`src/rtl/tal_pkg.sv`:
```
package tal_pkg;

    // Parser position within the tape stream
    typedef enum logic [3:0] {
        ST_IDLE,
        ST_LEAD,      // zeros before the first record, unbounded
        ST_GAP,       // zeros after a record, bounded
        ST_SKIP,      // filler byte after the count
        ST_ORG_HI,
        ST_ORG_LO,
        ST_DAT_HI,
        ST_DAT_LO,
        ST_SUM_HI,
        ST_SUM_LO,
        ST_FINAL
    } tal_state_e;

    typedef enum logic [1:0] {
        OUT_NONE,
        OUT_OK,
        OUT_CSUM,
        OUT_FMT
    } tal_outcome_e;

endpackage

```
`src/rtl/tal_addr_seq.sv`:
```
module tal_addr_seq #(
    parameter int MEM_WORDS = 32768
) (
    input  logic                         clk,
    input  logic                         rst_n,
    input  logic                         load,
    input  logic                         step,
    input  logic [15:0]                  origin,
    output logic [$clog2(MEM_WORDS)-1:0] addr_lo,
    output logic                         in_range
);
    localparam int AW = $clog2(MEM_WORDS);
    localparam int PW = 17;   // one spare bit so the address never wraps

    logic [PW-1:0] addr_d, addr_q;

    always_comb begin
        addr_d = addr_q;
        if (load) begin
            addr_d = {1'b0, origin};
        end else if (step) begin
            addr_d = addr_q + PW'(1);
        end
    end

    always_ff @(posedge clk or negedge rst_n) begin
        if (!rst_n) begin
            addr_q <= '0;
        end else begin
            addr_q <= addr_d;
        end
    end

    assign addr_lo  = addr_q[AW-1:0];
    assign in_range = (addr_q < PW'(MEM_WORDS));

    assert_step_advances_R4: assert property (@(posedge clk) disable iff (!rst_n)
        (step && !load) |=> (addr_q == $past(addr_q) + PW'(1)));

    assert_load_step_apart_R4: assert property (@(posedge clk) disable iff (!rst_n)
        !(load && step));

endmodule

```
`src/rtl/tal_sum_acc.sv`:
```
module tal_sum_acc (
    input  logic        clk,
    input  logic        rst_n,
    input  logic        load,
    input  logic        add,
    input  logic [15:0] val,
    output logic [15:0] sum
);
    logic [15:0] sum_d, sum_q;

    always_comb begin
        sum_d = sum_q;
        if (load) begin
            sum_d = val;
        end else if (add) begin
            sum_d = sum_q + val;   // carries past bit 15 drop out
        end
    end

    always_ff @(posedge clk or negedge rst_n) begin
        if (!rst_n) begin
            sum_q <= '0;
        end else begin
            sum_q <= sum_d;
        end
    end

    assign sum = sum_q;

    assert_sum_modular_R5: assert property (@(posedge clk) disable iff (!rst_n)
        (add && !load) |=> (sum_q == 16'($past(sum_q) + $past(val))));

endmodule

```
`src/rtl/tal_zero_run.sv`:
```
module tal_zero_run #(
    parameter int LIMIT = 10
) (
    input  logic clk,
    input  logic rst_n,
    input  logic clear,
    input  logic bump,
    output logic hit
);
    localparam int CW = $clog2(LIMIT + 1) + 1;

    logic [CW-1:0] cnt_d, cnt_q;

    assign hit = bump && (cnt_q == CW'(LIMIT));

    always_comb begin
        cnt_d = cnt_q;
        if (clear) begin
            cnt_d = '0;
        end else if (bump && !hit) begin
            cnt_d = cnt_q + CW'(1);
        end
    end

    always_ff @(posedge clk or negedge rst_n) begin
        if (!rst_n) begin
            cnt_q <= '0;
        end else begin
            cnt_q <= cnt_d;
        end
    end

    assert_run_bounded_R8: assert property (@(posedge clk) disable iff (!rst_n)
        cnt_q <= CW'(LIMIT));

endmodule

```
`src/rtl/tape_abs_loader.sv`:
```
module tape_abs_loader
    import tal_pkg::*;
#(
    parameter int MEM_WORDS = 32768,
    parameter int GAP_LIMIT = 10
) (
    input  logic                         clk,
    input  logic                         rst_n,
    input  logic                         start,
    input  logic [7:0]                   tape_byte,
    input  logic                         tape_valid,
    output logic                         tape_ready,
    input  logic                         tape_end,
    output logic                         wr_en,
    output logic [$clog2(MEM_WORDS)-1:0] wr_addr,
    output logic [15:0]                  wr_data,
    output logic                         load_done,
    output logic                         load_cksum_err,
    output logic                         load_fmt_err
);
    localparam int ADDR_W = $clog2(MEM_WORDS);

    typedef struct packed {
        tal_state_e        state;
        tal_outcome_e      outcome;
        logic [7:0]        hi;
        logic [7:0]        left;
        logic              wr_en;
        logic [ADDR_W-1:0] wr_addr;
        logic [15:0]       wr_data;
    } regs_t;

    regs_t r_d, r_q;

    logic              active, take, at_end;
    logic [15:0]       word;
    logic              a_load, a_step, s_load, s_add, z_clear, z_bump;
    logic [ADDR_W-1:0] cur_addr;
    logic              cur_in_range, run_hit;
    logic [15:0]       run_sum;

    assign active = (r_q.state != ST_IDLE) && (r_q.state != ST_FINAL);
    assign tape_ready = active && !start;
    assign take   = tape_valid && tape_ready;
    assign at_end = tape_end && !tape_valid && tape_ready;
    assign word   = {r_q.hi, tape_byte};

    tal_addr_seq #(.MEM_WORDS(MEM_WORDS)) i_addr (
        .clk(clk), .rst_n(rst_n), .load(a_load), .step(a_step),
        .origin(word), .addr_lo(cur_addr), .in_range(cur_in_range)
    );

    tal_sum_acc i_sum (
        .clk(clk), .rst_n(rst_n), .load(s_load), .add(s_add),
        .val(word), .sum(run_sum)
    );

    tal_zero_run #(.LIMIT(GAP_LIMIT)) i_run (
        .clk(clk), .rst_n(rst_n), .clear(z_clear), .bump(z_bump), .hit(run_hit)
    );

    always_comb begin
        r_d       = r_q;
        r_d.wr_en = 1'b0;
        a_load    = 1'b0;
        a_step    = 1'b0;
        s_load    = 1'b0;
        s_add     = 1'b0;
        z_clear   = 1'b0;
        z_bump    = 1'b0;

        if (start) begin
            r_d.state   = ST_LEAD;
            r_d.outcome = OUT_NONE;
            r_d.hi      = '0;
            r_d.left    = '0;
            z_clear     = 1'b1;
        end else begin
            case (r_q.state)
                ST_LEAD: begin
                    if (take) begin
                        if (tape_byte != 8'd0) begin
                            r_d.left  = tape_byte;
                            r_d.state = ST_SKIP;
                        end
                    end else if (at_end) begin
                        r_d.state   = ST_FINAL;
                        r_d.outcome = OUT_OK;
                    end
                end
                ST_GAP: begin
                    if (take) begin
                        if (tape_byte == 8'd0) begin
                            z_bump = 1'b1;
                            if (run_hit) begin
                                r_d.state   = ST_FINAL;
                                r_d.outcome = OUT_OK;
                            end
                        end else begin
                            r_d.left  = tape_byte;
                            r_d.state = ST_SKIP;
                        end
                    end else if (at_end) begin
                        r_d.state   = ST_FINAL;
                        r_d.outcome = OUT_OK;
                    end
                end
                ST_SKIP: begin
                    if (take) begin
                        r_d.state = ST_ORG_HI;
                    end
                end
                ST_ORG_HI: begin
                    if (take) begin
                        r_d.hi    = tape_byte;
                        r_d.state = ST_ORG_LO;
                    end
                end
                ST_ORG_LO: begin
                    if (take) begin
                        a_load    = 1'b1;
                        s_load    = 1'b1;
                        r_d.state = ST_DAT_HI;
                    end
                end
                ST_DAT_HI: begin
                    if (take) begin
                        r_d.hi    = tape_byte;
                        r_d.state = ST_DAT_LO;
                    end
                end
                ST_DAT_LO: begin
                    if (take) begin
                        r_d.wr_en   = cur_in_range;
                        r_d.wr_addr = cur_addr;
                        r_d.wr_data = word;
                        a_step      = 1'b1;
                        s_add       = 1'b1;
                        r_d.left    = r_q.left - 8'd1;
                        r_d.state   = (r_q.left == 8'd1) ? ST_SUM_HI : ST_DAT_HI;
                    end
                end
                ST_SUM_HI: begin
                    if (take) begin
                        r_d.hi    = tape_byte;
                        r_d.state = ST_SUM_LO;
                    end
                end
                ST_SUM_LO: begin
                    if (take) begin
                        if (word == run_sum) begin
                            z_clear   = 1'b1;
                            r_d.state = ST_GAP;
                        end else begin
                            r_d.state   = ST_FINAL;
                            r_d.outcome = OUT_CSUM;
                        end
                    end
                end
                default: ;
            endcase

            // a record cut short by the end of the tape
            if (at_end && (r_q.state != ST_LEAD) && (r_q.state != ST_GAP)) begin
                r_d.state   = ST_FINAL;
                r_d.outcome = OUT_FMT;
            end
        end
    end

    always_ff @(posedge clk or negedge rst_n) begin
        if (!rst_n) begin
            r_q <= '{state: ST_IDLE, outcome: OUT_NONE, hi: '0, left: '0,
                     wr_en: 1'b0, wr_addr: '0, wr_data: '0};
        end else begin
            r_q <= r_d;
        end
    end

    assign wr_en          = r_q.wr_en;
    assign wr_addr        = r_q.wr_addr;
    assign wr_data        = r_q.wr_data;
    assign load_done      = (r_q.outcome == OUT_OK);
    assign load_cksum_err = (r_q.outcome == OUT_CSUM);
    assign load_fmt_err   = (r_q.outcome == OUT_FMT);

    assert_single_outcome_R10: assert property (@(posedge clk) disable iff (!rst_n)
        $onehot0({load_done, load_cksum_err, load_fmt_err}));

    assert_quiet_after_end_R10: assert property (@(posedge clk) disable iff (!rst_n)
        (load_done || load_cksum_err || load_fmt_err) |-> !tape_ready);

    assert_flags_hold_R10: assert property (@(posedge clk) disable iff (!rst_n)
        ((load_done || load_cksum_err || load_fmt_err) && !start) |=>
            $stable({load_done, load_cksum_err, load_fmt_err}));

    assert_fmt_needs_end_R6: assert property (@(posedge clk) disable iff (!rst_n)
        $rose(load_fmt_err) |-> $past(tape_end && !tape_valid));

    assert_csum_needs_byte_R5: assert property (@(posedge clk) disable iff (!rst_n)
        $rose(load_cksum_err) |-> $past(tape_valid && tape_ready));

    assert_write_follows_byte_R4: assert property (@(posedge clk) disable iff (!rst_n)
        wr_en |-> $past(tape_valid && tape_ready));

endmodule

```
`config.mk`:
```
export PLATFORM = sky130hd
export DESIGN_NAME = tape_abs_loader
export DESIGN_NICKNAME = d
export VERILOG_FILES = /design/src/rtl/tal_pkg.sv /design/src/rtl/tal_addr_seq.sv /design/src/rtl/tal_sum_acc.sv /design/src/rtl/tal_zero_run.sv /design/src/rtl/tape_abs_loader.sv
export SDC_FILE = /design/constraint.sdc
export NUM_CORES = 1
export LEC_CHECK = 0
export BUFFER_PORTS_ARGS = -buffer_cell sky130_fd_sc_hd__buf_2
export CAP_MARGIN = 15
export CORE_UTILIZATION = 30
export CTS_CLUSTER_DIAMETER = 100
export CTS_CLUSTER_SIZE = 40
export DETAILED_ROUTE_END_ITERATION = 10
export SKIP_CTS_REPAIR_TIMING = 1
export SLEW_MARGIN = 20
export SYNTH_ARGS = -nofsm -noshare
export SYNTH_HDL_FRONTEND = slang
export SYNTH_SLANG_ARGS = --single-unit
```
`constraint.sdc`:
```
create_clock -name clk -period 4.81 [get_ports clk]
set_input_delay 0.481 -clock clk [delete_from_list [all_inputs] [get_ports clk]]
set_output_delay 0.481 -clock clk [all_outputs]
set_load 0.005 [all_outputs]
```
After elaboration in Yosys (flattened, before gate mapping):

Cells that the tools add are included.

* word-level logic and storage cells: 131
* output and inout bits: 36
* input bits: 13
* flip-flop bits (word level): 92

* reduce and logical (&&, ||, !) cells: 28
* equal/unequal tests: 36
* bitwise logic cells: 1
* $lt $le $gt $ge: 1
* muxes and demuxes: 51
* add/subtract/negate cells: 4

Operator list (number)
* 32-bit 2-to-1 mux: 2
* 8-bit 2-to-1 mux: 6
* 4-bit 2-to-1 mux: 11
* 40-bit 2-to-1 mux: 1
* 4-bit != test (second input constant): 10
* 4-bit case mux with 9 select lines: 1
* 17-bit 2-to-1 mux: 2
* 16-bit 2-to-1 mux: 2
* 6-bit 2-to-1 mux: 5
* 8-bit case mux with 3 select lines: 1
* 22-bit 2-to-1 mux: 1
* 17-bit by 1-bit adder with 17-bit output (second input constant): 1
* 17-bit by 16-bit less-than comparator with 1-bit output (second input constant): 1
* 16-bit adder: 1
* 16-bit == test: 1
* 4-bit by 3-bit == test with 1-bit output (second input constant): 4
* 3-bit != test (second input constant): 5
* 1-bit 2-to-1 mux: 13
* 6-bit AND reduction: 2
* 11-bit nonzero test: 1
* 5-bit 2-to-1 mux: 2
* 5-bit != test (second input constant): 2
* 10-bit AND reduction: 1
* 1-bit logical AND: 9
* other kinds (25): 36

Logic depth before layout (Yosys ltp):

* word-level depth: 14
* mapped depth: 9
* depth with buffers taken out: 9

Hierarchy:

Synthesis repeated with hierarchy kept, for this count alone.

* cells, all modules: 708
* area, all modules: 6145.9 sq um

Modules (own cells, without submodules)
* tape_abs_loader: area each 3279.4 sq um, sequential area each 1351.3 sq um, cells each 385, instances 1
* tal_sum_acc: area each 1527.7 sq um, sequential area each 400.4 sq um, cells each 178, instances 1
* tal_addr_seq: area each 1047.3 sq um, sequential area each 425.4 sq um, cells each 117, instances 1
* tal_zero_run: area each 291.5 sq um, sequential area each 125.1 sq um, cells each 28, instances 1

Least setup slack after synthesis:

Ideal clock, no wire load.

* path type: in2reg
* from: in tape_byte[0]
* to: reg i_sum.sum_q[14] (netlist: i_sum.sum[14])
* arrival time: 2.096 ns
* stages on the path: 9
* slack: 2.578 ns
* library setup time: 0.135 ns
* buffers on the path: 0
* path through: ha_1 inv_1 fa_1 nor2b_1 o31a_1 o221ai_1 o31ai_1 mux2i_1 o21ai_0

* longest elaborated chain between the ends: 3

Ends and longest elaborated chain
* start, declared: line tape_abs_loader.sv:10 `input logic [7:0] tape_byte,`
* 16-bit adder: line tal_sum_acc.sv:16 `sum_d = sum_q + val;`
* 16-bit 2-to-1 mux: line tal_sum_acc.sv:15 `end else if (add) begin`
* 16-bit 2-to-1 mux: line tal_sum_acc.sv:13 `if (load) begin`
* end signal, assigned: line tal_sum_acc.sv:24 `sum_q <= sum_d;`
* end, declared: line tal_sum_acc.sv:9 `logic [15:0] sum_d, sum_q;`

No other way between the ends. The select of a mux whose other input is x is not followed.
A chain may end at the register's enable or synchronous reset.

Final worst setup path:

* from: reg r_q[50] (netlist name)
* to: reg i_addr.addr_q[9]

* longest elaborated chain between the ends: 8

Ends and longest elaborated chain
* start, declared: line tape_abs_loader.sv:33 `regs_t r_d, r_q;`
* start signal, assigned: line tape_abs_loader.sv:173 `r_q <= '{state: ST_IDLE, outcome: OUT_NONE, hi: '0, left: '0,`
* start signal, assigned: line tape_abs_loader.sv:176 `r_q <= r_d;`
* 4-bit != test or 4-bit nonzero test (tied branches): line tape_abs_loader.sv:42 `assign active = (r_q.state != ST_IDLE) && (r_q.state != ST_FINAL);`
* 1-bit logical AND: line tape_abs_loader.sv:42
* 1-bit logical AND: line tape_abs_loader.sv:43 `assign tape_ready = active && !start;`
* 1-bit logical AND: line tape_abs_loader.sv:44 `assign take = tape_valid && tape_ready;`
* 1-bit 2-to-1 mux: line tape_abs_loader.sv:120, tape_abs_loader.sv:133
* 1-bit 2-to-1 mux: line tape_abs_loader.sv:79 `case (r_q.state)`
* 1-bit 2-to-1 mux: line tape_abs_loader.sv:72 `if (start) begin`
* 17-bit 2-to-1 mux or 2-bit nonzero test (tied branches)
* end signal, assigned: line tal_addr_seq.sv:30 `addr_q <= addr_d;`
* end, declared: line tal_addr_seq.sv:15 `logic [PW-1:0] addr_d, addr_q;`

Parallel ways exist; a longest one is shown, timed or not.

==> summary.txt <==
Yosys
  – Mux cell area share after synthesis: 0.01819
  – Mean post-synth cell area: 8.557 µm²
  – Synth cell types: 62
  – Seq cells post-synth: 92
  – Largest family of logic cells by synthesized area: simple AND/OR/NAND/NOR gates
  – Mapped Area: 5639 µm²
  – EDFF count, synth: 0
  – Post-Synth Simple-Gate Area: 0.2250
  – YS warnings: 0
  – Post-Synth Adder-Cell Area: 0.04793
  – Asr flop ratio synth: 1.000
  – Synth Instances: 659
  – Sequential cell area fraction in the yosys report: 0.4083
  – Syn_nets: 693
  – Post-Synth XOR/XNOR Area: 0.03572
  – Post-synthesis compound-gate area fraction: 0.1804
  – Most common flop cell mapped by yosys: dfrtp_1

Drt
  – Iteration-0 DRC Markers: 280
  – Residual DRC: 12
  – Pre-antenna DRT Iters: 9
  – DRT antenna net count: 0
  – Routed vias/inst: 5.168
  – WL final: 13.86 mm
  – Vias: 4574
  – Wire per inst: 15.66 µm

Cells and area
  – Fraction of layout cells with a size suffix above 1: 0.1189
  – Commonest non-fill, non-tap cell in the layout: nand2_1
  – Antenna Cells: 0
  – Final Net Count: 686
  – Storage cell area: 2302 µm²
  – Filler cell count: 1907
  – Most frequent cells in the layout: nand2_1, dfrtp_1, buf_2
  – Area Overhead vs Synth: 8.165%
  – Final Instance Area: 6100 µm²
  – Area of the multi-input gates: 2877 µm²
  – Final cell count without fillers: 885

Timing
  – Max Fclk: 361.8 MHz
  – Worst-margin pin slew: 0.9650 ns
  – Period utilization: 0.5746
  – Clock Skews: 0.006592 ns
  – RSZ-0062 raised after global routing: false
  – Final Setup Violations: 0
  – Total negative slack: 0 ns
  – Fin crit period: 2.764 ns
  – Slew Limit Fails: 0
  – Slew margin rel.: 0.3560
  – Final Hold Fails: 0

Setup path
  – Worst EP required: 5.08 ns
  – Worst Path Class, Setup: flip-flop to flip-flop
  – Crit-path max FO: 48
  – CP arrival: 3.04 ns
  – FF-to-FF Start: r_q[50]
  – R2R Setup Slk: 2.05 ns
  – Kind of end point of the critical path: flip-flop
  – Critical Path Source Type: flip-flop
  – FF-to-FF path depth: 7
  – Reg2Reg Capture Point: i_addr.addr_q[9]

Die
  – Die width: 139.1 µm
  – Rows: 49
  – I/O pin count: 49
  – Placeable Area: 18210 µm²
  – Chip height: 139.1 µm
  – Initial Utilization: 0.3097
  – Die area: 19350 µm²

Clock network
  – CTS Buffer Depth: 2
  – CTS Buf Count: 9
  – Skew-Pair Late Insertion Delay: 0.35 ns
  – CTS tree: built
  – # H-tree levels: 3
  – CTS Sinks: 92
  – CTS Root Buffer Type: clkbuf_16
  – Reg clk slew, reported paths: 0.07 ns

Power
  – PwrDens: 475.4 nW/µm²
  – Leakage: 2.894 nW
  – VDD IR max: 0.2366 mV

Worst hold path
  – Hold/Removal Path Class: input pin to asynchronous set/reset pin

GRT
  – Initial antenna violation count: 0
  – Vias in the first global route: 4415
  – Total track usage: 0.1512
  – Grt ovf: 0
  – Pin count of the biggest net entering global routing: 64
  – First-pass GRT wire length: 23.27 mm

Place
  – DP HPWL: 9.684 mm
  – Dpl cells: 870
  – Placed inst area: 5802 µm²
  – # port buffers: 48
  – Routability cong.: 0.8770

Run status
  – Failing checks: design-rule violations
  – Status: finished, violations left

Job
  – Max-cap violations: 0
## worst max-delay path, cell delays in order, from the launching register on
cell and delay (ns):
dfrtp_1 0.66, and4b_1 0.38, nand2_2 0.53, buf_4 0.46
nor2_1 0.23, nand3_1 0.12, xor2_1 0.15, o21ai_0 0.14
## report_power, final
group / internal, mW / switching [mW]
Sequential: 0.947 / 0.209
Clock: 0.406 / 0.323
Combinational: 0.438 / 0.578
Total: 1.79 / 1.11
## synth_stat cells, types with 3 or more instances
cell	number	area, µm²
o21a_1	3	22.52
buf_2	12	60.06
and2_1	4	25.02
nand2b_1	7	43.79
o21ai_1	16	80.08
inv_1	17	63.81
a22oi_1	9	67.56
nand3b_1	7	52.55
nor2b_1	12	75.07
o31ai_1	3	22.52
nor4_1	7	43.79
or3_1	3	18.77
and3_1	9	56.30
o211ai_1	8	60.06
a21o_1	8	60.06
o311ai_0	3	26.28
buf_4	32	240.2
ha_1	20	250.2
o211a_1	4	40.04
a221o_1	4	40.04
nand3_1	13	65.06
dfrtp_1	92	2302
a211oi_1	4	30.03
mux2i_1	8	80.08
a31oi_1	6	37.54
xnor2_1	15	131.4
nor2_1	41	153.9
nand4_1	7	43.79
a21oi_1	34	170.2
o21ai_0	39	195.2
nand2_1	130	488.0
nor3_1	13	65.06
xor2_1	8	70.07
clkbuf_1	24	90.09
## kinds of logic after synthesis
family,Yosys count
buffers and inverters,87
adders and majority gates,21
and+or+nand+nor,268
muxes,10
AOI/OAI and AO/OA,158
xor gates and xnor gates,23
DFF,92
## metrics by stage
stage / hold slack [ns] / util / power, mW / setup slack [ns]
after global routing: 0.3001 / 0.3350 / 3.121 / 1.730
after global placement: 0.4521 / 0.3186 / 2.175 / 2.057
after detailed placement: 0.4576 / 0.3186 / 2.176 / 1.984
after CTS: 0.2766 / 0.3350 / 2.915 / 2.043
after floorplan: 0.1854 / - / 1.971 / 2.578
final: 0.2066 / 0.3350 / 2.900 / 2.046
## how the worst max path moves through the flow
stage	endpoint	from	cells past startpoint
after detailed placement	i_addr.addr_q[15]	start	7
after CTS	i_addr.addr_q[9]	r_q[53]	7
after global placement	i_addr.addr_q[9]	r_q[53]	7
after global routing	i_addr.addr_q[9]	r_q[50]	7
after floorplan	i_sum.sum[14]	tape_byte[0]	9
final	i_addr.addr_q[9]	r_q[50]	7
## area by class of cell
cell class / instances / share of cell area
Clock buffer: 9 / 0.03692
Clock inverter: 6 / 0.01190
Timing Repair Buffer: 52 / 0.04472
Sequential cell: 92 / 0.3774
Multi-Input combinational cell: 480 / 0.4716
Inverter: 17 / 0.01046
Tap cell: 229 / 0.04697
## flip-flops by register name (all words and copies together) (netlist names)
| signal | cells |
|---|---|
| r_q | 22 |
| i_addr.addr_q | 17 |
| i_sum.sum | 16 |
| wr_data | 16 |
| wr_addr | 15 |
| i_run.cnt_q | 5 |
| wr_en | 1 |
## per-layer routing
layer	vias up	GRT usage	wire, µm
met3	14	0.03142	668
met4	0	0.04386	170
li1	2268	-	-
met2	124	0.2387	6199
met5	-	0	0
met1	2168	0.2078	6817
Power figures use the tool's default switching activity.
